--- config.mk ---
export PLATFORM = sky130hd
export DESIGN_NAME = lsrs_station
export DESIGN_NICKNAME = d
export VERILOG_FILES = /design/src/rtl/lsrs_pkg.sv /design/src/rtl/lsrs_first_free.sv /design/src/rtl/lsrs_oldest_pick.sv /design/src/rtl/lsrs_tag_match.sv /design/src/rtl/lsrs_station.sv
export SDC_FILE = /design/constraint.sdc
export NUM_CORES = 1
export LEC_CHECK = 0
export BUFFER_PORTS_ARGS = -buffer_cell sky130_fd_sc_hd__buf_2
export CAP_MARGIN = 20
export CORE_MARGIN = 5
export CORE_UTILIZATION = 52
export CTS_CLUSTER_DIAMETER = 100
export CTS_CLUSTER_SIZE = 16
export DETAILED_ROUTE_END_ITERATION = 12
export GPL_TIMING_DRIVEN = 0
export HOLD_SLACK_MARGIN = 0.05
export PLACE_DENSITY = 0.77
export SYNTH_ARGS = -nofsm -noshare
export SYNTH_HDL_FRONTEND = slang
export SYNTH_SLANG_ARGS = --single-unit
--- constraint.sdc ---
create_clock -name clk -period 2.8 [get_ports clk]
set_clock_uncertainty 0.2 [all_clocks]
set_input_delay 0.56 -clock clk [delete_from_list [all_inputs] [get_ports clk]]
set_output_delay 0.56 -clock clk [all_outputs]
set_load 0.005 [all_outputs]
--- src/rtl/lsrs_pkg.sv ---
`timescale 1ns/1ps
package lsrs_pkg;
    // default geometry of the load-store station
    localparam int LSRS_ENTRIES = 3;
    localparam int LSRS_NSRC    = 2;
    localparam int LSRS_TAG_W   = 6;
    localparam int LSRS_DATA_W  = 32;
    localparam int LSRS_OP_W    = 6;

    // index width that never collapses to zero
    function automatic int lsrs_idx_w(input int n);
        return (n > 1) ? $clog2(n) : 1;
    endfunction
endpackage

--- src/rtl/lsrs_first_free.sv ---
`timescale 1ns/1ps
// Lowest-numbered unoccupied slot, one-hot.
module lsrs_first_free #(
    parameter int N = 3
) (
    input  logic [N-1:0] occ,
    output logic [N-1:0] free_oh,
    output logic         any_free
);
    always_comb begin
        logic seen;
        seen    = 1'b0;
        free_oh = '0;
        for (int i = 0; i < N; i++) begin
            if (!occ[i] && !seen) begin
                free_oh[i] = 1'b1;
                seen       = 1'b1;
            end
        end
        any_free = seen;
    end
endmodule

--- src/rtl/lsrs_oldest_pick.sv ---
`timescale 1ns/1ps
// Grants the candidate with the smallest age rank (ranks are distinct).
module lsrs_oldest_pick #(
    parameter int N     = 3,
    parameter int AGE_W = 2
) (
    input  logic [N-1:0]            cand,
    input  logic [N-1:0][AGE_W-1:0] age,
    output logic [N-1:0]            grant,
    output logic                    any
);
    always_comb begin
        for (int i = 0; i < N; i++) begin
            grant[i] = cand[i];
            for (int j = 0; j < N; j++) begin
                if (j != i && cand[j] && (age[j] < age[i])) begin
                    grant[i] = 1'b0;
                end
            end
        end
        any = |cand;
    end
endmodule

--- src/rtl/lsrs_tag_match.sv ---
`timescale 1ns/1ps
// Compares a broadcast tag with every waiting source tag.
module lsrs_tag_match #(
    parameter int N     = 3,
    parameter int NSRC  = 2,
    parameter int TAG_W = 6
) (
    input  logic                            bc_valid,
    input  logic [TAG_W-1:0]                bc_tag,
    input  logic [N-1:0]                    vld,
    input  logic [N-1:0][NSRC-1:0]          rdy,
    input  logic [N-1:0][NSRC-1:0][TAG_W-1:0] stag,
    output logic [N-1:0][NSRC-1:0]          hit
);
    for (genvar e = 0; e < N; e++) begin : g_ent
        for (genvar s = 0; s < NSRC; s++) begin : g_src
            assign hit[e][s] = bc_valid && vld[e] && !rdy[e][s] && (stag[e][s] == bc_tag);
        end
    end
endmodule

--- src/rtl/lsrs_station.sv ---
`timescale 1ns/1ps
module lsrs_station
    import lsrs_pkg::*;
#(
    parameter int ENTRIES = LSRS_ENTRIES,
    parameter int NSRC    = LSRS_NSRC,
    parameter int TAG_W   = LSRS_TAG_W,
    parameter int DATA_W  = LSRS_DATA_W,
    parameter int OP_W    = LSRS_OP_W
) (
    input  logic                     clk,
    input  logic                     rst_n,
    input  logic                     flush,
    input  logic                     disp_valid,
    input  logic [OP_W-1:0]          disp_op,
    input  logic [TAG_W-1:0]         disp_dst_tag,
    input  logic [NSRC-1:0]          disp_src_rdy,
    input  logic [NSRC*TAG_W-1:0]    disp_src_tag,
    input  logic [NSRC*DATA_W-1:0]   disp_src_val,
    output logic                     full,
    input  logic                     bcast_valid,
    input  logic [TAG_W-1:0]         bcast_tag,
    input  logic [DATA_W-1:0]        bcast_val,
    input  logic                     unit_free,
    output logic                     iss_valid,
    output logic [OP_W-1:0]          iss_op,
    output logic [TAG_W-1:0]         iss_dst_tag,
    output logic [NSRC*DATA_W-1:0]   iss_src_val,
    input  logic                     fin_valid,
    input  logic [TAG_W-1:0]         fin_tag,
    output logic                     dealloc_valid
);
    localparam int AGE_W = lsrs_idx_w(ENTRIES);
    localparam int CNT_W = $clog2(ENTRIES + 1);

    typedef struct packed {
        logic [ENTRIES-1:0]                         vld;
        logic [ENTRIES-1:0]                         iss;
        logic [ENTRIES-1:0][NSRC-1:0]               rdy;
        logic [ENTRIES-1:0][NSRC-1:0][TAG_W-1:0]    stag;
        logic [ENTRIES-1:0][NSRC-1:0][DATA_W-1:0]   sval;
        logic [ENTRIES-1:0][TAG_W-1:0]              dtag;
        logic [ENTRIES-1:0][OP_W-1:0]               op;
        logic [ENTRIES-1:0][AGE_W-1:0]              age;
    } st_t;

    st_t st_d, st_q;

    // dispatch operands viewed per source
    logic [0:0][NSRC-1:0]             dsp_rdy;
    logic [0:0][NSRC-1:0][TAG_W-1:0]  dsp_tag;
    logic [NSRC-1:0][DATA_W-1:0]      dsp_val;
    logic [0:0][NSRC-1:0]             dsp_hit;
    assign dsp_rdy[0] = disp_src_rdy;
    assign dsp_tag[0] = disp_src_tag;
    assign dsp_val    = disp_src_val;

    logic [ENTRIES-1:0][NSRC-1:0] fwd_hit;
    logic [ENTRIES-1:0]           cand;
    logic [ENTRIES-1:0]           iss_grant;
    logic                         any_cand;
    logic [ENTRIES-1:0]           free_oh;
    logic                         any_free;
    logic [ENTRIES-1:0]           fin_hit;
    logic                         rm_any;
    logic [AGE_W-1:0]             rm_age;
    logic [CNT_W-1:0]             occ_cnt;
    logic [AGE_W-1:0]             new_age;
    logic                         disp_take;
    logic                         iss_fire;

    lsrs_tag_match #(.N(ENTRIES), .NSRC(NSRC), .TAG_W(TAG_W)) u_fwd (
        .bc_valid (bcast_valid),
        .bc_tag   (bcast_tag),
        .vld      (st_q.vld),
        .rdy      (st_q.rdy),
        .stag     (st_q.stag),
        .hit      (fwd_hit)
    );

    lsrs_tag_match #(.N(1), .NSRC(NSRC), .TAG_W(TAG_W)) u_dsp_fwd (
        .bc_valid (bcast_valid),
        .bc_tag   (bcast_tag),
        .vld      (disp_valid),
        .rdy      (dsp_rdy),
        .stag     (dsp_tag),
        .hit      (dsp_hit)
    );

    always_comb begin
        for (int i = 0; i < ENTRIES; i++) begin
            cand[i] = st_q.vld[i] && !st_q.iss[i] && (&st_q.rdy[i]);
        end
    end

    lsrs_oldest_pick #(.N(ENTRIES), .AGE_W(AGE_W)) u_pick (
        .cand  (cand),
        .age   (st_q.age),
        .grant (iss_grant),
        .any   (any_cand)
    );

    lsrs_first_free #(.N(ENTRIES)) u_free (
        .occ      (st_q.vld),
        .free_oh  (free_oh),
        .any_free (any_free)
    );

    // finish lookup, occupancy and the age rank of the leaving entry
    always_comb begin
        rm_age  = '0;
        occ_cnt = '0;
        for (int i = 0; i < ENTRIES; i++) begin
            fin_hit[i] = fin_valid && st_q.vld[i] && st_q.iss[i] && (st_q.dtag[i] == fin_tag);
            if (fin_hit[i]) rm_age = rm_age | st_q.age[i];
            occ_cnt = occ_cnt + CNT_W'(st_q.vld[i]);
        end
        rm_any  = |fin_hit;
        new_age = AGE_W'(occ_cnt - CNT_W'(rm_any));
    end

    assign full      = &st_q.vld;
    assign disp_take = disp_valid && !full && any_free && !flush;
    assign iss_fire  = any_cand && unit_free && !flush;

    // issue port mux
    always_comb begin
        iss_op      = '0;
        iss_dst_tag = '0;
        iss_src_val = '0;
        for (int i = 0; i < ENTRIES; i++) begin
            if (iss_grant[i]) begin
                iss_op      = iss_op | st_q.op[i];
                iss_dst_tag = iss_dst_tag | st_q.dtag[i];
                iss_src_val = iss_src_val | st_q.sval[i];
            end
        end
    end
    assign iss_valid     = iss_fire;
    assign dealloc_valid = rm_any && !flush;

    // next state
    always_comb begin
        st_d = st_q;
        for (int i = 0; i < ENTRIES; i++) begin
            for (int s = 0; s < NSRC; s++) begin
                if (fwd_hit[i][s]) begin
                    st_d.rdy[i][s]  = 1'b1;
                    st_d.sval[i][s] = bcast_val;
                end
            end
            if (iss_fire && iss_grant[i]) st_d.iss[i] = 1'b1;
            if (fin_hit[i]) begin
                st_d.vld[i] = 1'b0;
                st_d.iss[i] = 1'b0;
            end else if (rm_any && st_q.vld[i] && (st_q.age[i] > rm_age)) begin
                st_d.age[i] = st_q.age[i] - 1'b1;
            end
            if (disp_take && free_oh[i]) begin
                st_d.vld[i]  = 1'b1;
                st_d.iss[i]  = 1'b0;
                st_d.op[i]   = disp_op;
                st_d.dtag[i] = disp_dst_tag;
                st_d.age[i]  = new_age;
                for (int s = 0; s < NSRC; s++) begin
                    st_d.rdy[i][s]  = disp_src_rdy[s] || dsp_hit[0][s];
                    st_d.stag[i][s] = dsp_tag[0][s];
                    st_d.sval[i][s] = dsp_hit[0][s] ? bcast_val : dsp_val[s];
                end
            end
        end
        if (flush) begin
            st_d.vld = '0;
            st_d.iss = '0;
        end
    end

    always_ff @(posedge clk or negedge rst_n) begin
        if (!rst_n) st_q <= '0;
        else        st_q <= st_d;
    end

    AST_FULL_NO_GROWTH: assert property (@(posedge clk) disable iff (!rst_n)
        (full && !flush) |=> ($countones(st_q.vld) <= $past($countones(st_q.vld))));
    AST_ISSUE_FRESH: assert property (@(posedge clk) disable iff (!rst_n)
        iss_valid |-> ((iss_grant & st_q.iss) == '0));
    AST_ISSUED_HELD: assert property (@(posedge clk) disable iff (!rst_n)
        (iss_valid && !flush) |=> ((st_q.vld & st_q.iss & $past(iss_grant)) == $past(iss_grant)));
    AST_GRANT_ONEHOT: assert property (@(posedge clk) disable iff (!rst_n)
        $onehot0(iss_grant));
    AST_FIN_FREES: assert property (@(posedge clk) disable iff (!rst_n)
        dealloc_valid |=> ((st_q.vld & $past(fin_hit)) == '0));
    AST_FLUSH_CLEARS: assert property (@(posedge clk) disable iff (!rst_n)
        flush |=> (st_q.vld == '0 && !full));
endmodule

==> flow_metrics.tcl, run 1 <==
set metrics [dict create \
    critPathCaptureType "output pin" \
    grt_pass1_wl_um 74600 \
    worstSetupPathType "reg -> out" \
    ys_warn_count 0 \
    synth.area.top_cells "dfrtp_1 (50%), nor2_1 (7.3%), nand2_1 (6.2%)" \
    synthesis.area_sq_mm 0.0141 \
    port_buffers 212 \
    dieArea_sq_mm 0.0305 \
    cts_tree "done" \
    slew_viol_final 0 \
    worst_slew_pin_slew_ps 766 \
    yosysMostFrequentCell "dfrtp_1" \
    fp.dieH_um 175 \
    layout-drive-gt1-share 0.239 \
    start_kind "register" \
    internal-power_w 0.00767 \
    hp-class "in -> reg" \
    syn_area_per_cell_sq_um 9.17 \
    largest_reg_flops 282 \
    p_sw_w 0.00347 \
    finalInstanceArea_sq_mm 0.0172 \
    placed_area_sq_mm 0.0157 \
    period_share 1.28 \
    synth_top_area_share 0.501 \
    ant_nets 0 \
    start_util 0.525 \
    ys.flop_type "dfrtp_1" \
    clkPwrFrac 0.248 \
    grt_max_degree 122 \
    overflow 0 \
    violations "negative setup slack" \
    ys_seq_elements 282 \
    p_per_area_mw_per_mm2 647 \
    clkSinkCount 282 \
    finalNetCount 1973 \
    p_total_w 0.0111 \
    yosysTopAreaCell "dfrtp_1" \
    drc 0 \
    power_frac_seq 0.513 \
    place_hpwl_um 31900 \
    area_growth_pct 22.2 \
    rsz0062_at_grt "true" \
    clockRootBuffer "clkbuf_16" \
    max_freq_mhz 278 \
    finalHoldViolations 0 \
    largest-register "st_q" \
    clkTransAtPathRegs_ps 80 \
    synth_edf_count 0 \
    routedWlPerCell_um 22.4 \
    max_cap_viol_count 0 \
    dr.pass1.iters 7 \
    drt_iter0_drc 2123 \
    synth_nets 1689 \
    ys_top_cells_by_count "dfrtp_1 (282), nor2_1 (273), nand2_1 (234)" \
    die_w_um 175 \
    coreArea_sq_mm 0.0268 \
    static-leakage-power_nw 8.30 \
    period_needed_ps 3590 \
    antenna_found_initial 7 \
    p_comb_frac 0.239 \
    row_count 60 \
    cts_buffers 21 \
    gp_congestion 0.907 \
    status "finished with violations" \
    syn_inst 1535 \
    clkLatencyLatePin_ps 530 \
    grt_pass1_vias 13600 \
    htreeDepth 1 \
    crit_required_ps 2040 \
    track_usage 0.304 \
    viasPerCell 6.35 \
    setup_slack_ps -791 \
    switching_share 0.312 \
    ys_seq_area_frac 0.501 \
    clock_path_buffers 3 \
    setup_viol 83 \
    vias 13700 \
    ys_types 55 \
    peakVddDrop_uv 420 \
    nFillCells 2149 \
    cp.arrival_ps 2830 \
    slew_headroom 0.489 \
    cp_max_fo 10 \
    io_pins 220 \
    routed_wl_um 48400 \
    reg_top3 "st_q x282" \
    synthArstFlopShare 1.00 \
]
critical path, stage by stage, from the launching register on:
cell and delay (ps):
dfrtp_1 400, inv_2 80, ha_4 280, nor2b_4 150
o21ai_2 70, a21oi_2 130, a211oi_2 70, buf_6 160
buf_12 160, buf_12 150, a222oi_1 400, inv_1 90
buf_2 140
kinds of logic (layout without fill, tap and decap cells):
logic type               after synthesis  count (layout)  share of synthesized area
XOR/XNOR                              68              68                     0.0423
multiplexers                           1               1                   0.000711
adder cells (fa/ha/maj)               13              13                     0.0121
AND/OR/NAND/NOR                      612             612                      0.182
AO/OA/AOI/OAI                        353             353                      0.197
flip-flops                           282             282                      0.501
other                                  0               4                          0
buffers and inverters                206             489                     0.0643
cells in the final DEF (no fill, tap or decap), drive strengths merged, types with 4 or more instances in the layout:
cell    netlist  layout
buf          57     316
dfrtp       282     282
nor2        273     273
nand2       234     234
o22ai       128     128
inv          91      91
clkbuf       58      78
a222oi       77      77
xnor2        42      42
or3          37      37
o21a         33      33
o22a         32      32
o221a        32      32
xor2         26      26
a21oi        17      17
nand3        15      15
nor3         14      14
o21ai        12      12
ha           12      12
nor4          9       9
nand4         5       5
o31ai         5       5
diode         0       4
nand2b        4       4
a211oi        4       4
a31oi         4       4
or2           4       4
final timing paths:
check                                      start                   end  slack, ps  depth (start not counted)
max reg2reg                st_q[280]$_DFFE_PN0P_   st_q[5]$_DFFE_PN0P_       -240                         13
min                              disp_dst_tag[1]  st_q[25]$_DFFE_PN0P_         60                          3
max in group asynchronous                  rst_n  st_q[98]$_DFFE_PN0P_        970                          3
max                          st_q[5]$_DFFE_PN0P_       iss_src_val[61]       -790                         12
min reg2reg                 st_q[10]$_DFFE_PN0P_  st_q[10]$_DFFE_PN0P_        280                          2
min in group asynchronous                  rst_n  st_q[83]$_DFFE_PN0P_        410                          2
through the flow:
| stage | utilization | setup WS, ps | setup TNS (ps) | cells | hold WS (ps) |
|---|---|---|---|---|---|
| floorplan | - | -46.3 | -87.3 | 1535 | 64.4 |
| global placement | 0.582 | -4310 | -1296350 | 2088 | 257 |
| detailed placement | 0.585 | -1030 | -87870 | 2090 | 263 |
| CTS | 0.635 | -690 | -47050 | 2151 | 52.0 |
| global route | 0.642 | -868 | -59720 | 2161 | 62.9 |
| finish | 0.642 | -791 | -52490 | 2163 | 55.9 |
area by class of cell:
| cell class | instances | area (sq um) | area share |
|---|---|---|---|
| antenna | 4 | 10.0 | 0.000581 |
| clock buffer | 21 | 526 | 0.0305 |
| tap | 341 | 427 | 0.0248 |
| timing repair buffer | 264 | 1690 | 0.0984 |
| multi-input combinational | 1047 | 6370 | 0.370 |
| clock inverter | 1 | 8.76 | 0.000509 |
| buffer | 112 | 779 | 0.0453 |
| sequential | 282 | 7060 | 0.410 |
| inverter | 91 | 342 | 0.0198 |
power groups by stage:
| stage | clock network (W) | registers [W] | logic, W |
|---|---|---|---|
| floorplan | 0 | 0.00557 | 0.00156 |
| global placement | 0 | 0.00569 | 0.00218 |
| detailed placement | 0 | 0.00574 | 0.00228 |
| CTS | 0.00277 | 0.00566 | 0.00252 |
| global route | 0.00295 | 0.00580 | 0.00293 |
| finish | 0.00277 | 0.00572 | 0.00266 |
routing by layer:
metal / wire, um / track usage / vias up
li1: - / - / 6010
met1: 18800 / 0.412 / 6633
met2: 22300 / 0.479 / 935
met3: 5440 / 0.0733 / 144
met4: 1820 / 0.112 / 10
met5: 65 / 0 / -
repair_timing:
item                                    4_1_cts  5_1_grt
hold endpoints to repair                     84        0
hold buffers                                  2        0
pin swaps                                    78       39
resized for setup                           105       26
buffers inserted                             32       10
endpoints found under the setup margin       85      123
cloned                                        7        2
Power figures use the tool's default switching activity.
==> run 2: changes to the inputs <==
--- a/config.mk
+++ b/config.mk
@@ -8,13 +8,13 @@
 export BUFFER_PORTS_ARGS = -buffer_cell sky130_fd_sc_hd__buf_2
 export CAP_MARGIN = 20
 export CORE_MARGIN = 5
-export CORE_UTILIZATION = 52
+export CORE_UTILIZATION = 57
 export CTS_CLUSTER_DIAMETER = 100
 export CTS_CLUSTER_SIZE = 16
 export DETAILED_ROUTE_END_ITERATION = 12
 export GPL_TIMING_DRIVEN = 0
 export HOLD_SLACK_MARGIN = 0.05
-export PLACE_DENSITY = 0.77
+export PLACE_DENSITY = 0.8
 export SYNTH_ARGS = -nofsm -noshare
 export SYNTH_HDL_FRONTEND = slang
 export SYNTH_SLANG_ARGS = --single-unit
==> constraint.sdc (replaced) <==
create_clock -name clk -period 3.6 [get_ports clk]
set_clock_uncertainty 0.2 [all_clocks]
set_input_delay 0.72 -clock clk [delete_from_list [all_inputs] [get_ports clk]]
set_output_delay 0.72 -clock clk [all_outputs]
set_load 0.005 [all_outputs]
==> flow_metrics.tcl, run 2 (synthesis gave the netlist of run 1 again) <==
set metrics [dict create \
    dr.pass1.iters 7 \
    area_growth_pct 18.3 \
    critPathCapture "iss_src_val[30]" \
    row_count 57 \
    cts_tree "done" \
    final_cell_mix "dfrtp_1 (277), nor2_1 (273), buf_2 (245)" \
    worst_slew_pin_slew_ps 755 \
    period_needed_ps 3650 \
    peakVddDrop_uv 446 \
    reg2reg_slack_ps 350 \
    overflow 0 \
    grt_pass1_vias 13400 \
    reg_top3 "st_q x282" \
    clkSinkCount 282 \
    start_kind "register" \
    clkLatencyLatePin_ps 510 \
    internal-power_w 0.00590 \
    hp-class "in -> reg" \
    viasPerCell 6.34 \
    critPathLaunch "st_q[1]$_DFFE_PN0P_" \
    grt_max_degree 87 \
    port_buffers 212 \
    layout-drive-gt1-share 0.219 \
    vias 13500 \
    r2r-start "st_q[36]$_DFFE_PN0P_" \
    cts_buffers 21 \
    setup_viol 12 \
    routedWlPerCell_um 21.7 \
    place_hpwl_um 31300 \
    cp.arrival_ps 2730 \
    grt_util_met2 0.501 \
    p_per_area_mw_per_mm2 511 \
    io_pins 220 \
    finalNetCount 1948 \
    period_share 1.01 \
    htreeDepth 1 \
    clkPwrFrac 0.251 \
    largest-register "st_q" \
    grtUsageMet3 0.0665 \
    stdcell_count 2121 \
    routed_wl_um 46000 \
    reg2reg_to "st_q[1]$_DFFE_PN0P_" \
    reg2reg_depth 10 \
    layout_commonest_cell "dfrtp_1" \
    clock_path_buffers 3 \
    max_cap_viol_count 0 \
    power_frac_seq 0.521 \
    cp_max_fo 6 \
    p_comb_frac 0.228 \
    placed_area_sq_mm 0.0156 \
    start_util 0.579 \
    setup_slack_ps -48.5 \
    coreArea_sq_mm 0.0243 \
    p_sw_w 0.00261 \
    die_w_um 167 \
    slew_headroom 0.497 \
    status "finished with violations" \
    crit_required_ps 2680 \
    grt.busiest_layer "met2" \
    slew_viol_final 0 \
    finalInstanceArea_sq_mm 0.0167 \
    clockRootBuffer "clkbuf_16" \
    p_total_w 0.00851 \
    dieArea_sq_mm 0.0279 \
    dpl.cell_count 2074 \
    clkTransAtPathRegs_ps 80 \
    largest_reg_flops 282 \
    finalHoldViolations 0 \
    fp.dieH_um 167 \
    drc 0 \
    gp_congestion 0.942 \
    grtUsageMet1 0.425 \
    worstSetupPathType "reg -> out" \
    rsz0062_at_grt "true" \
    drt_iter0_drc 2254 \
    violations "negative setup slack" \
    grt_pass1_wl_um 71600 \
    critPathCaptureType "output pin" \
    max_freq_mhz 274 \
    switching_share 0.307 \
    track_usage 0.314 \
    ant_nets 0 \
    static-leakage-power_nw 8.07 \
    antenna_found_initial 6 \
]
run 2: cell types whose count changed in the layout (fill, tap and decap cells not counted), moves of 3 or more:
cell      before  now
clkbuf_8       4    1
buf_12         8    0
buf_6         20   14
buf_4         38   25
buf_2        240  245
buf_8          3    6
clkbuf_1      41   44
run 2: worst min-delay path by stage:
stage                          from              endpoint  slack, ps  cells past startpoint
6_report            disp_dst_tag[1]  st_q[25]$_DFFE_PN0P_        230                      3
5_1_grt             disp_dst_tag[4]  st_q[34]$_DFFE_PN0P_        230                      3
4_1_cts             disp_dst_tag[1]  st_q[25]$_DFFE_PN0P_        220                      3
3_5_place_dp   st_q[21]$_DFFE_PN0P_  st_q[21]$_DFFE_PN0P_        260                      2
3_3_place_gp   st_q[12]$_DFFE_PN0P_  st_q[12]$_DFFE_PN0P_        260                      2
2_1_floorplan                 rst_n   st_q[0]$_DFFE_PN0P_        220                      0
run 2: final cells by class:
cell class,count,area [sq um]
inverters,91,342
plain buffers,114,679
well taps,324,405
flip-flops and latches,282,7060
clock buffers,21,526
diodes,4,10.0
fillers,1893,7670
clock inverters,1,8.76
multi-input cells,1047,6240
repair buffers,237,1380
run 2: power groups by stage:
stage | sequential, W | clock [W] | combinational, W
after floorplan | 0.00433 | 0 | 0.00120
after global placement | 0.00443 | 0 | 0.00167
after detailed placement | 0.00446 | 0 | 0.00176
after CTS | 0.00440 | 0.00215 | 0.00186
after global routing | 0.00450 | 0.00227 | 0.00214
final | 0.00443 | 0.00213 | 0.00194
run 2: critical path: stages (launching register included):
cell and delay (ps):
dfrtp_1 440, ha_4 290, nor2b_4 160, o21ai_2 70, a21oi_2 170, a211oi_4 80, buf_6 180, buf_8 140
a222oi_1 380, inv_1 140, buf_2 150
run 2: per-stage QoR:
step	hold WS, ps	setup WS [ps]	TNS (ps)	util
global placement	258	-3660	-1035570	0.639
floorplan	224	372	0	-
CTS	218	3.70	0	0.677
detailed placement	264	-401	-8640	0.643
finish	229	-48.5	-312	0.685
global route	233	-115	-3020	0.685
run 2: layer usage:
layer,share of wire,up-vias
li1,-,5942
met1,0.37,6361
met2,0.46,993
met3,0.12,153
met4,0.042,4
met5,0.00059,-
run 2: what timing repair did:
action	4_1_cts	5_1_grt
gates resized for setup	58	35
endpoints found under the hold margin	47	0
endpoints found under the setup margin	76	79
buffers inserted	12	6
hold buffers	1	0
pin swaps	15	59
gates cloned	0	3
